## src/rtl/xirq_pkg.sv

```systemverilog
package xirq_pkg;

    localparam int NLINES       = 24;
    localparam int DIRECT_N     = 4;
    localparam int GA_LO        = 4;
    localparam int GA_HI        = 7;
    localparam int GB_LO        = 8;
    localparam int GB_HI        = NLINES - 1;
    localparam int WAKE_LO      = 4;
    localparam int WAKE_HI      = 15;
    localparam int DW           = 32;
    localparam int AW           = 3;
    localparam int MODE_W       = 3;
    localparam int TRIG_STRIDE  = 4;
    localparam int TRIG_PER_REG = DW / TRIG_STRIDE;
    localparam int TRIG_REGS    = NLINES / TRIG_PER_REG;
    localparam int FUNC_W       = 2;
    localparam int FUNC_PER_REG = DW / FUNC_W;
    localparam int FUNC_REGS    = (NLINES + FUNC_PER_REG - 1) / FUNC_PER_REG;

    localparam logic [FUNC_W-1:0] FUNC_IRQ = 2'b10;

    function automatic logic [NLINES-1:0] span(input int lo, input int hi);
        logic [NLINES-1:0] m;
        m = '0;
        for (int i = 0; i < NLINES; i++) begin
            if (i >= lo && i <= hi) m[i] = 1'b1;
        end
        return m;
    endfunction

    localparam logic [NLINES-1:0] LATCH_LINES = span(DIRECT_N, NLINES - 1);
    localparam logic [NLINES-1:0] GRP_A_SET   = span(GA_LO, GA_HI);
    localparam logic [NLINES-1:0] GRP_B_SET   = span(GB_LO, GB_HI);
    localparam logic [NLINES-1:0] WAKE_ALLOW  = span(WAKE_LO, WAKE_HI);

    function automatic logic [DW-1:0] trig_wmask();
        logic [DW-1:0] m;
        m = '0;
        for (int j = 0; j < TRIG_PER_REG; j++) begin
            for (int b = 0; b < MODE_W; b++) m[j*TRIG_STRIDE + b] = 1'b1;
        end
        return m;
    endfunction

    function automatic logic [DW-1:0] func_wmask(input int r);
        logic [DW-1:0] m;
        m = '0;
        for (int j = 0; j < FUNC_PER_REG; j++) begin
            if (r * FUNC_PER_REG + j < NLINES) begin
                for (int b = 0; b < FUNC_W; b++) m[j*FUNC_W + b] = 1'b1;
            end
        end
        return m;
    endfunction

    typedef enum logic [AW-1:0] {
        RS_TRIG0   = 3'd0,
        RS_TRIG1   = 3'd1,
        RS_TRIG2   = 3'd2,
        RS_FUNC_LO = 3'd3,
        RS_FUNC_HI = 3'd4,
        RS_MASK    = 3'd5,
        RS_PEND    = 3'd6,
        RS_WAKE    = 3'd7
    } reg_sel_e;

    typedef struct packed {
        logic cur;
        logic prev;
    } samp_t;

    function automatic logic trig_hit(input logic [MODE_W-1:0] m, input samp_t s);
        logic r;
        case (m[2:1])
            2'b00:   r = m[0] ? s.cur : ~s.cur;
            2'b01:   r = s.prev & ~s.cur;
            2'b10:   r = s.cur & ~s.prev;
            default: r = s.cur ^ s.prev;
        endcase
        return r;
    endfunction

    function automatic logic is_level(input logic [MODE_W-1:0] m);
        return m[2:1] == 2'b00;
    endfunction

endpackage

```

## src/rtl/xirq_sync.sv

```systemverilog
module xirq_sync
    import xirq_pkg::*;
#(
    parameter int LINES = NLINES
) (
    input  logic                 clk,
    input  logic                 rst,
    input  logic [LINES-1:0]     pin_raw,
    output samp_t [LINES-1:0]    smp
);

    logic [LINES-1:0] stage1_q;
    logic [LINES-1:0] stage2_q;
    logic [LINES-1:0] prev_q;

    always_ff @(posedge clk) begin
        if (rst) begin
            stage1_q <= '0;
            stage2_q <= '0;
            prev_q   <= '0;
        end else begin
            stage1_q <= pin_raw;
            stage2_q <= stage1_q;
            prev_q   <= stage2_q;
        end
    end

    for (genvar i = 0; i < LINES; i++) begin : g_line
        assign smp[i].cur  = stage2_q[i];
        assign smp[i].prev = prev_q[i];
    end

endmodule

```

## src/rtl/xirq_detect.sv

```systemverilog
module xirq_detect
    import xirq_pkg::*;
#(
    parameter int LINES = NLINES
) (
    input  samp_t [LINES-1:0]             smp,
    input  logic  [LINES-1:0][MODE_W-1:0] mode,
    input  logic  [LINES-1:0]             en,
    output logic  [LINES-1:0]             hit
);

    for (genvar i = 0; i < LINES; i++) begin : g_line
        assign hit[i] = en[i] & trig_hit(mode[i], smp[i]);
    end

endmodule

```

## src/rtl/xirq_regs.sv

```systemverilog
module xirq_regs
    import xirq_pkg::*;
(
    input  logic                          clk,
    input  logic                          rst,
    input  logic                          we,
    input  logic [AW-1:0]                 addr,
    input  logic [DW-1:0]                 wdata,
    input  logic [NLINES-1:0]             hit,
    output logic [DW-1:0]                 rdata,
    output logic [NLINES-1:0][MODE_W-1:0] mode,
    output logic [NLINES-1:0]             en_vec,
    output logic [NLINES-1:0]             mask_q,
    output logic [NLINES-1:0]             pend_q,
    output logic [NLINES-1:0]             wmask_q
);

    localparam logic [DW-1:0] TRIG_WMASK = trig_wmask();

    logic [TRIG_REGS-1:0][DW-1:0] trig_q;
    logic [FUNC_REGS-1:0][DW-1:0] func_q;
    logic [NLINES-1:0]            lvl_vec;
    logic [NLINES-1:0]            clr_vec;
    logic [NLINES-1:0]            pend_d;
    reg_sel_e                     sel;

    assign sel = reg_sel_e'(addr);

    // Per-line field extraction from the packed configuration words
    for (genvar k = 0; k < NLINES; k++) begin : g_field
        assign mode[k]    = trig_q[k / TRIG_PER_REG][TRIG_STRIDE * (k % TRIG_PER_REG) +: MODE_W];
        assign en_vec[k]  = func_q[k / FUNC_PER_REG][FUNC_W * (k % FUNC_PER_REG) +: FUNC_W] == FUNC_IRQ;
        assign lvl_vec[k] = is_level(mode[k]);
    end

    // Write-one-to-clear; a level clear suppresses that cycle's re-set,
    // an edge event in the clear cycle survives.
    assign clr_vec = (we && sel == RS_PEND) ? (wdata[NLINES-1:0] & LATCH_LINES) : '0;
    assign pend_d  = ((pend_q & ~clr_vec) | (hit & ~(clr_vec & lvl_vec))) & LATCH_LINES;

    always_ff @(posedge clk) begin
        if (rst) begin
            trig_q  <= '0;
            func_q  <= '0;
            mask_q  <= LATCH_LINES;
            wmask_q <= WAKE_ALLOW;
            pend_q  <= '0;
        end else begin
            pend_q <= pend_d;
            if (we) begin
                for (int t = 0; t < TRIG_REGS; t++) begin
                    if (int'(sel) == t) trig_q[t] <= wdata & TRIG_WMASK;
                end
                for (int f = 0; f < FUNC_REGS; f++) begin
                    if (int'(sel) == int'(RS_FUNC_LO) + f) func_q[f] <= wdata & func_wmask(f);
                end
                if (sel == RS_MASK) mask_q  <= wdata[NLINES-1:0] & LATCH_LINES;
                if (sel == RS_WAKE) wmask_q <= wdata[NLINES-1:0] & WAKE_ALLOW;
            end
        end
    end

    always_comb begin
        rdata = '0;
        case (sel)
            RS_TRIG0:   rdata = trig_q[0];
            RS_TRIG1:   rdata = trig_q[1];
            RS_TRIG2:   rdata = trig_q[2];
            RS_FUNC_LO: rdata = func_q[0];
            RS_FUNC_HI: rdata = func_q[1];
            RS_MASK:    rdata = DW'(mask_q);
            RS_PEND:    rdata = DW'(pend_q);
            RS_WAKE:    rdata = DW'(wmask_q);
            default:    rdata = '0;
        endcase
    end

    // state right after reset
    a_r1_reset_state: assert property (@(posedge clk) disable iff (rst)
        $past(rst) |-> (pend_q == '0 && mask_q == LATCH_LINES && wmask_q == WAKE_ALLOW));

    // a pending bit only falls through a write-one clear
    a_r6_no_silent_fall: assert property (@(posedge clk) disable iff (rst)
        (($past(pend_q) & ~pend_q & ~$past(clr_vec)) == '0));

    // a newly set pending bit needs the interrupt function on that line
    a_r2_func_gate: assert property (@(posedge clk) disable iff (rst)
        ((pend_q & ~$past(pend_q) & ~$past(en_vec)) == '0));

    // lines 0..3 never hold pending state
    a_r8_no_direct_pend: assert property (@(posedge clk) disable iff (rst)
        pend_q[DIRECT_N-1:0] == '0);

endmodule

```

## src/rtl/xirq_trigger_unit.sv

```systemverilog
module xirq_trigger_unit
    import xirq_pkg::*;
(
    input  logic                clk,
    input  logic                rst,
    input  logic [NLINES-1:0]   ext_pin,
    input  logic                cfg_we,
    input  logic [AW-1:0]       cfg_addr,
    input  logic [DW-1:0]       cfg_wdata,
    output logic [DW-1:0]       cfg_rdata,
    output logic [DIRECT_N-1:0] direct_req,
    output logic                grp_lo_req,
    output logic                grp_hi_req,
    output logic                wake_req
);

    samp_t [NLINES-1:0]             smp;
    logic  [NLINES-1:0][MODE_W-1:0] mode;
    logic  [NLINES-1:0]             en_vec;
    logic  [NLINES-1:0]             hit;
    logic  [NLINES-1:0]             mask_q;
    logic  [NLINES-1:0]             pend_q;
    logic  [NLINES-1:0]             wmask_q;
    logic  [DIRECT_N-1:0]           direct_q;

    xirq_sync #(.LINES(NLINES)) u_sync (
        .clk     (clk),
        .rst     (rst),
        .pin_raw (ext_pin),
        .smp     (smp)
    );

    xirq_detect #(.LINES(NLINES)) u_detect (
        .smp  (smp),
        .mode (mode),
        .en   (en_vec),
        .hit  (hit)
    );

    xirq_regs u_regs (
        .clk     (clk),
        .rst     (rst),
        .we      (cfg_we),
        .addr    (cfg_addr),
        .wdata   (cfg_wdata),
        .hit     (hit),
        .rdata   (cfg_rdata),
        .mode    (mode),
        .en_vec  (en_vec),
        .mask_q  (mask_q),
        .pend_q  (pend_q),
        .wmask_q (wmask_q)
    );

    always_ff @(posedge clk) begin
        if (rst) direct_q <= '0;
        else     direct_q <= hit[DIRECT_N-1:0];
    end

    assign direct_req = direct_q;
    assign grp_lo_req = |(pend_q & ~mask_q & GRP_A_SET);
    assign grp_hi_req = |(pend_q & ~mask_q & GRP_B_SET);
    assign wake_req   = |(pend_q & ~wmask_q & WAKE_ALLOW);

    // all four low-group mask bits set keeps the low-group request quiet
    a_r7_grp_lo_quiet: assert property (@(posedge clk) disable iff (rst)
        (&mask_q[GA_HI:GA_LO]) |-> !grp_lo_req);

    // a shared request needs some pending line behind it
    a_r7_grp_needs_pend: assert property (@(posedge clk) disable iff (rst)
        (grp_lo_req || grp_hi_req) |-> (pend_q != '0));

    // wake only from pending lines within the wake window
    a_r9_wake_source: assert property (@(posedge clk) disable iff (rst)
        wake_req |-> ((pend_q & WAKE_ALLOW) != '0));

    // a direct request needs the interrupt function one cycle earlier
    a_r8_direct_enabled: assert property (@(posedge clk) disable iff (rst)
        ((direct_req & ~$past(en_vec[DIRECT_N-1:0])) == '0));

endmodule

```

## config.mk

```make
export PLATFORM = sky130hd
export DESIGN_NAME = xirq_trigger_unit
export DESIGN_NICKNAME = d
export VERILOG_FILES = /design/src/rtl/xirq_pkg.sv /design/src/rtl/xirq_sync.sv /design/src/rtl/xirq_detect.sv /design/src/rtl/xirq_regs.sv /design/src/rtl/xirq_trigger_unit.sv
export SDC_FILE = /design/constraint.sdc
export NUM_CORES = 1
export LEC_CHECK = 0
export BUFFER_PORTS_ARGS = -buffer_cell sky130_fd_sc_hd__buf_4
export CAP_MARGIN = 20
export CORE_MARGIN = 1
export CORE_UTILIZATION = 40
export CTS_CLUSTER_SIZE = 24
export DETAILED_ROUTE_END_ITERATION = 10
export HOLD_SLACK_MARGIN = 0.03
export SYNTH_ARGS = -nofsm -noshare
export SYNTH_HDL_FRONTEND = slang
export SYNTH_SLANG_ARGS = --single-unit
```

## constraint.sdc

```tcl
create_clock -name clk -period 3.2 [get_ports clk]
set_input_delay 0.96 -clock clk [delete_from_list [all_inputs] [get_ports clk]]
set_output_delay 0.96 -clock clk [all_outputs]
set_load 0.01 [all_outputs]
```

=== Word level (Yosys, flattened, before mapping) ===
Index checks and enable logic that the tools add are counted.

* Input port bits: 62
* Output and inout bits: 39
* Word-level logic and storage cells: 345
* Register bits: 268

* Eq/ne operators: 83
* Multiplexer cells: 56
* Reductions and logical operators: 37
* Bitwise gates (word level): 156

{| class="wikitable"
|+ Operators by type and width
! operator !! count
|-
| case mux 32 bit (8 select lines) || 1
|-
| AND 24 bit || 4
|-
| equality test 2 bit, second input constant || 48
|-
| AND 1 bit || 72
|-
| NOT 24 bit || 3
|-
| case mux 1 bit (3 select lines) || 24
|-
| equality test 2 x 1 -> 1 bit, second input constant || 24
|-
| logical NOT 2 bit || 24
|-
| NOT 1 bit || 48
|-
| AND 32 x 16 -> 32 bit || 1
|-
| AND 32 bit || 1
|-
| two-way mux 1 bit || 24
|-
| two-way mux 24 bit || 1
|-
| OR 24 bit || 1
|-
| bitwise XOR 1 bit || 24
|-
| equality test 3 bit, second input constant || 7
|-
| AND 16 bit || 1
|-
| NOT 16 bit || 1
|-
| OR reduction 16 bit || 1
|-
| AND reduction 2 bit || 7
|-
| two-way mux 2 bit || 6
|-
| OR reduction 12 bit || 1
|-
| equality test 3 x 2 -> 1 bit, second input constant || 3
|-
| logical NOT 3 bit || 2
|-
| 3 further kinds || 3
|}

=== Logic depth before layout (Yosys ltp) ===
Gate-level depths: netlist of the first run.

* Word-level depth: 7
* Mapped depth: 7
* Gate-level depth less buffers: 6

=== Cells and area by module ===
Synthesis of the first run repeated with hierarchy kept, for this count alone.

* Cell total of the unflattened synthesis: 1449
* Area total of the unflattened synthesis: 12440.7 µm²

{| class="wikitable"
|+ By module, submodules not included
! module !! sequential area each (µm²) !! area each (µm²) !! cells an instance !! times used
|-
| xirq_regs || 3443.3 || 8279.2 || 983 || 1
|-
| xirq_sync || 1441.4 || 1981.9 || 152 || 1
|-
| xirq_detect || 0.0 || 1771.7 || 264 || 1
|-
| xirq_trigger_unit || 80.1 || 407.9 || 50 || 1
|}

=== Worst setup path after synthesis of the first run ===
OpenSTA, ideal clock, no wires.

* Path type: input port to output port
* From: input cfg_addr[0]
* To: output cfg_rdata[8]
* Slack: 0.242 ns
* Stages: 6
* Data arrival time: 1.998 ns
* Cell sequence: buf_4 > buf_6 > buf_2 > a221oi_1 > a311oi_1 > a21oi_1

* Word-level cells in the longest chain between the ends: 2

{| class="wikitable"
|+ RTL lines
! element !! line !! source
|-
| start: declaration || xirq_trigger_unit.sv:8 || <nowiki>input logic [AW-1:0] cfg_addr,</nowiki>
|-
| equality test 3 bit, or another cell as far along || xirq_regs.sv:65 || <nowiki>case (sel)</nowiki>
|-
| case mux 32 bit (8 select lines) * || xirq_regs.sv:65 ||
|-
| end: declaration || xirq_trigger_unit.sv:10 || <nowiki>output logic [DW-1:0] cfg_rdata,</nowiki>
|}

Mark *: on every way between the ends. The rest lies on a longest branch, timed or not.

=== Worst setup path in the final report of the first run ===
* From: input cfg_addr[2]
* To: output cfg_rdata[8]

Same word-level chain as after synthesis.

==> results of run 1 <==
==> per-stage QoR <==
step                utilization  cells  power, mW
floorplan                     -   1409       3.67
global placement          0.449   1857       3.96
detailed placement        0.449   1857       3.97
CTS                       0.479   1906       7.06
global route              0.480   1906       7.27
finish                    0.480   1907       7.01
==> kinds of logic after synthesis <==
group                    synth area share
XOR/XNOR                           0.0180
buffers and inverters              0.0724
multiplexers                       0.0332
adder cells (fa/ha/maj)            0.0515
AND/OR/NAND/NOR                     0.217
AO/OA/AOI/OAI                       0.182
flip-flops                          0.426
==> power by group <==
part | internal [mW] | switching, mW | total [mW]
Combinational | 0.276 | 0.386 | 0.662
Sequential | 3.18 | 0.0760 | 3.25
Clock | 1.83 | 1.27 | 3.09
Total | 5.28 | 1.73 | 7.01
==> worst register-to-register path, delay by kind of cell, from the launching register on <==
kind	cells	cell delay (ns)
and+or+nand+nor	2	0.59
DFF	1	0.37
AOI/OAI and AO/OA	2	0.36
==> final timing paths <==
kind / slack, ns / to / from / depth (start not counted)
max: -0.02 / cfg_rdata[8] / cfg_addr[2] / 6
min: 0.43 / u_sync.stage2_q[7] / u_sync.stage1_q[7] / 1
max reg2reg: 1.81 / u_regs.pend_q[10] / u_regs.func_q[21] / 4
min reg2reg: 0.43 / u_sync.stage2_q[7] / u_sync.stage1_q[7] / 1
==> registers in the layout, summed over array words and instances (netlist names) <==
signal,cells
u_regs.mode,72
u_regs.wmask_q,12
u_sync.stage1_q,24
u_regs.mask_q,20
u_sync.stage2_q,24
u_regs.pend_q,20
u_regs.func_q,48
u_sync.prev_q,24
direct_req,4
==> metal layers <==
layer  GRT usage  up-vias  wire length, um
li1            -     4950                -
met1       0.326     4779            16400
met2       0.382      364            16300
met3      0.0497       87             2880
met4       0.107        0             1410
met5           0        -                0
==> placed cells by master, fill, tap and decap left out, types with 5 or more instances in the layout <==
cell type	netlist	layout
xnor2_1	20	20
clkbuf_1	34	10
nand2_1	305	305
nor3b_1	5	5
a21oi_1	150	150
clkbuf_16	0	29
nor2_2	4	6
buf_4	20	147
a21o_1	15	15
a221oi_1	14	13
a22o_1	30	30
mux4_2	9	9
o2111ai_1	20	20
inv_1	95	95
nand4b_1	19	19
o211ai_1	24	24
ha_1	48	48
o21ai_0	15	15
nor2_1	73	71
nand3_1	16	16
dfxtp_1	248	248
a22oi_1	6	6
nor2b_1	84	84
and3_1	8	8
buf_12	0	5
o21bai_1	5	5
a31oi_1	35	35
nand2b_1	12	12
mux2i_1	15	15
==> Yosys cell counts, types with 8 or more instances <==
master / number / area share
o21ai_0: 15 / 0.0064
buf_2: 30 / 0.013
a31oi_1: 35 / 0.019
and3_1: 8 / 0.0043
o2111ai_1: 20 / 0.015
nand3_1: 16 / 0.0069
mux2i_1: 15 / 0.013
nor2_1: 73 / 0.023
clkbuf_1: 34 / 0.011
ha_1: 48 / 0.052
xnor2_1: 20 / 0.015
a21o_1: 15 / 0.0097
nand2b_1: 12 / 0.0064
mux4_2: 9 / 0.017
nor2b_1: 84 / 0.045
buf_4: 20 / 0.013
nand4b_1: 19 / 0.014
inv_1: 95 / 0.031
a22o_1: 30 / 0.023
o211ai_1: 24 / 0.015
a21oi_1: 150 / 0.064
dfxtp_1: 248 / 0.43
nand2_1: 305 / 0.098
a221oi_1: 14 / 0.011
==> area by class of cell <==
cell class,count,area share
sequential,248,0.360
tap,384,0.0349
multi-input combinational,976,0.426
timing repair buffer,154,0.0890
antenna,1,0.000182
clock buffer,43,0.0594
clock inverter,6,0.00427
inverter,95,0.0259
==> timing repair <==
action	4_1_cts	5_1_grt
pin swaps	0	0
setup endpoints to repair	5	10
resized for setup	2	3
hold endpoints to repair	0	0
==> impl_metrics.tcl, run 1 <==
set metrics [dict create \
    vdd_drop_max_mv 0.372 \
    die-height_um 173 \
    whs_ns 0.431 \
    cts.clk_slew.worst_paths_ns 0.06 \
    ys_types 53 \
    fin_ws_ns -0.0152 \
    arrival_ns 2.26 \
    cts_made_buffers 28 \
    syn_area_sq_um 11700 \
    drc 0 \
    initial_core_util 0.406 \
    synth.yosys.seq_area_share 0.426 \
    post-dp-hpwl_um 26400 \
    ys_ff_latch 248 \
    dieWidth_um 173 \
    area_delta_synth_final_pct 18.1 \
    dpl_cell_area_sq_um 12900 \
    regArea_sq_um 4960 \
    finalCritPeriodShare 1.00 \
    cts.root.buffer_cell "clkbuf_16" \
    fin_worst_skew_ns 0.00946 \
    core_area_sq_um 28700 \
    ys.warnings.count 0 \
    cts_setup_buffers 0 \
    worstMarginPinSlew_ns 0.538 \
    grt_pass1_vias 9839 \
    fill_cells 2853 \
    fmax_ghz 0.311 \
    async_reset_ff_frac 0 \
    final_area_sq_um 13800 \
    wl_per_cell_um 19.4 \
    cp_common_cell "buf_4" \
    htreeDepth 1 \
    dp_slack_ns -0.0463 \
    multi_input_area_sq_um 5870 \
    max_stage_delay_ns 0.33 \
    violations "negative setup slack" \
    cts.sinks 248 \
    tritoncts "built" \
    syn_nets 1519 \
    track_usage 0.244 \
    powerDensity_nw_per_um2 509 \
    fin_setup_tns_ns -0.0152 \
    drt_iter0_markers 860 \
    worstHoldPathType "flip-flop to flip-flop" \
    ant_nets 0 \
    syn_inst 1409 \
    drv_slew 0 \
    antenna_found_initial 1 \
    fin_crit_ns 3.22 \
    clock_latency_ns 0.55 \
    maxCapViolCount 0 \
    critPathSlowestCell "a311oi_1" \
    portBuffers 100 \
    path_max_fanout 13 \
    synth_edf_count 0 \
    required_ns 2.24 \
    path_class "primary input to primary output" \
    cp_num_buf_inv 2 \
    relSlewSlack 0.641 \
    status "finished, violations left" \
    worstPathCellList "buf_4 > and2b_2 > and3_1 > a311oi_1 > a21oi_1 > buf_4" \
    drt-total-wl_um 36900 \
    routabilityCongestion 0.944 \
    num_vias 10180 \
    grt_remaining_overflow 0 \
    grt_pass1_wl_um 56800 \
    finalSetupViolCount 1 \
    hold_viol_final 0 \
    clock_path_buffers 3 \
    die-area_sq_um 29800 \
    ios 101 \
    cpLargestDelayFamily "simple AND/OR/NAND/NOR gates" \
    synth.avg_cell_area_sq_um 8.28 \
    power.leakage_nw 5.29 \
    rsz0062_at_grt "yes" \
    endpoint_kind "primary output" \
    synth_ff_type "dfxtp_1" \
    drtPass1Iterations 6 \
    grt_max_degree 111 \
    start_kind "primary input" \
    layout.nets 1613 \
    num_rows 62 \
    viasPerCell 5.34 \
    cts_hold_buf 0 \
    drive_above_1_share 0.147 \
]
(Power assumes the default switching activity.)
==> run 2, diff against run 1 <==
CORE_UTILIZATION = 50   (was 40)
PLACE_DENSITY = 0.69   (was unset)
SETUP_SLACK_MARGIN = 0.5   (was unset)
==> run 2 against run 1 <==
The run now ends clean. Setup slack improved by 0.20 ns. Total power is 3.5% higher. Sequential cell count unchanged. Maximum frequency is 6.7% higher. Count of clock-buffer cells in the layout fell by 5. Core utilization rose by 17 points. Cell count shrank 2.3%. Sequential share of layout area down 2.7 points. Wire length rose by 2.7%.
==> impl_metrics.tcl, run 2 (same netlist as run 1, synthesis figures left out) <==
set metrics [dict create \
    final_common_cell "nand2_1" \
    track_usage 0.310 \
    fmax_ghz 0.332 \
    powerDensity_nw_per_um2 486 \
    post-dp-hpwl_um 25400 \
    ios 101 \
    switching_share 0.249 \
    worstHoldPathType "flip-flop to flip-flop" \
    cts.root.buffer_cell "clkbuf_16" \
    die-height_um 155 \
    num_rows 55 \
    ant_nets 0 \
    endpoint_kind "primary output" \
    largest_reg_flops 72 \
    required_ns 2.24 \
    grt_max_degree 131 \
    antenna_found_initial 0 \
    finalCritPeriodShare 0.942 \
    drt-total-wl_um 37900 \
    r2r_slack_ns 1.81 \
    power.leakage_nw 5.74 \
    p_switching_mw 1.81 \
    num_vias 10758 \
    p_seq_frac 0.449 \
    dieWidth_um 155 \
    path_class "primary input to primary output" \
    cts.sinks 248 \
    htreeDepth 1 \
    drive_above_1_share 0.223 \
    layout.nets 1642 \
    start_kind "primary input" \
    power_frac_comb 0.112 \
    viasPerCell 5.77 \
    path_max_fanout 6 \
    status "complete, no violations" \
    antenna_cells 0 \
    initial_core_util 0.512 \
    whs_ns 0.429 \
    rsz0062_at_grt "yes" \
    drc 0 \
    tritoncts "built" \
    routabilityCongestion 0.938 \
    vdd_drop_max_mv 0.416 \
    arrival_ns 2.05 \
    cts_made_buffers 27 \
    core_area_sq_um 22800 \
    drtPass1Iterations 5 \
    clock_path_buffers 3 \
    drt_iter0_markers 931 \
    grt_remaining_overflow 0 \
    p_int_mw 5.45 \
    grt_pass1_wl_um 56800 \
    fin_worst_skew_ns 0.0182 \
    fin_crit_ns 3.01 \
    clock_latency_ns 0.55 \
    maxCapViolCount 0 \
    p_clk_frac 0.439 \
    p_total_mw 7.25 \
    final_cell_mix "nand2_1 (301), dfxtp_1 (241), a21oi_1 (138), buf_4 (130), inv_1 (92)" \
    fin_setup_tns_ns 0 \
    area_delta_synth_final_pct 27.9 \
    portBuffers 100 \
    die-area_sq_um 23900 \
    relSlewSlack 0.591 \
    drv_slew 0 \
    cts.clk_slew.worst_paths_ns 0.06 \
    wl_per_cell_um 20.3 \
    finalSetupViolCount 0 \
    worstMarginPinSlew_ns 0.613 \
    grt_pass1_vias 9997 \
    hold_viol_final 0 \
]
## run 2: cell types whose count changed in the layout (fill, tap and decap cells not counted), moves of 7 or more
cell,delta
buf_4,-17
buf_6,+23
a221oi_2,+9
nor2b_1,-10
buf_12,+10
a221oi_1,-11
nor2_1,-15
a21oi_2,+12
dfxtp_1,-7
nor2_4,+11
a21oi_1,-12
clkbuf_1,-7
nor2b_4,+8
buf_16,+9
## run 2: critical path: stages
cell	delay [ns]
buf_12	0.13
and2b_4	0.31
buf_6	0.16
a22o_1	0.14
a22oi_2	0.06
a21oi_2	0.16
buf_4	0.14
## run 2: routing by layer
metal,vias up,share of wire,GRT usage
met2,550,0.45,0.482
met1,5058,0.41,0.407
met5,-,0,0
met3,126,0.099,0.0762
li1,5024,-,-
met4,0,0.046,0.137
## run 2: worst paths after layout
| check | to | depth (start not counted) | start |
|---|---|---|---|
| max | cfg_rdata[18] | 7 | cfg_addr[0] |
| min reg2reg | u_sync.stage2_q[22] | 1 | u_sync.stage1_q[22] |
| min | u_sync.stage2_q[22] | 1 | u_sync.stage1_q[22] |
| max reg2reg | u_regs.pend_q[9] | 4 | u_regs.func_q[19] |
## run 2: cell type report
| class | count | area (sq um) |
|---|---|---|
| fill | 1857 | 7860 |
| multi-input combinational | 976 | 6370 |
| sequential | 248 | 4980 |
| timing repair buffer | 184 | 1910 |
| clock buffer | 38 | 797 |
| tap | 313 | 392 |
| inverter | 95 | 357 |
| clock inverter | 9 | 116 |
## run 2: power groups by stage
stage / clock network (mW) / logic [mW] / registers [mW]
after global routing: 3.35 / 0.862 / 3.26
after CTS: 3.22 / 0.755 / 3.25
after global placement: 0 / 0.656 / 3.32
final: 3.18 / 0.812 / 3.26
after detailed placement: 0 / 0.665 / 3.32
after floorplan: 0 / 0.416 / 3.29
## run 2: stage by stage
stage	cell area [sq um]	util	setup WS, ns	instances
3_3_place_gp	13000	0.570	0.0240	1778
6_report	14900	0.655	0.187	1863
5_1_grt	14900	0.655	0.150	1863
4_1_cts	14500	0.638	0.181	1851
3_5_place_dp	13000	0.570	0.0274	1778
2_1_floorplan	11900	-	0.341	1409
## run 2: repair_timing
item / CTS / global route
hold buffers: 0 / 0
buffers inserted: 19 / 9
setup endpoints to repair: 34 / 34
cloned: 7 / 3
pin swaps: 26 / 32
gates resized for setup: 77 / 54
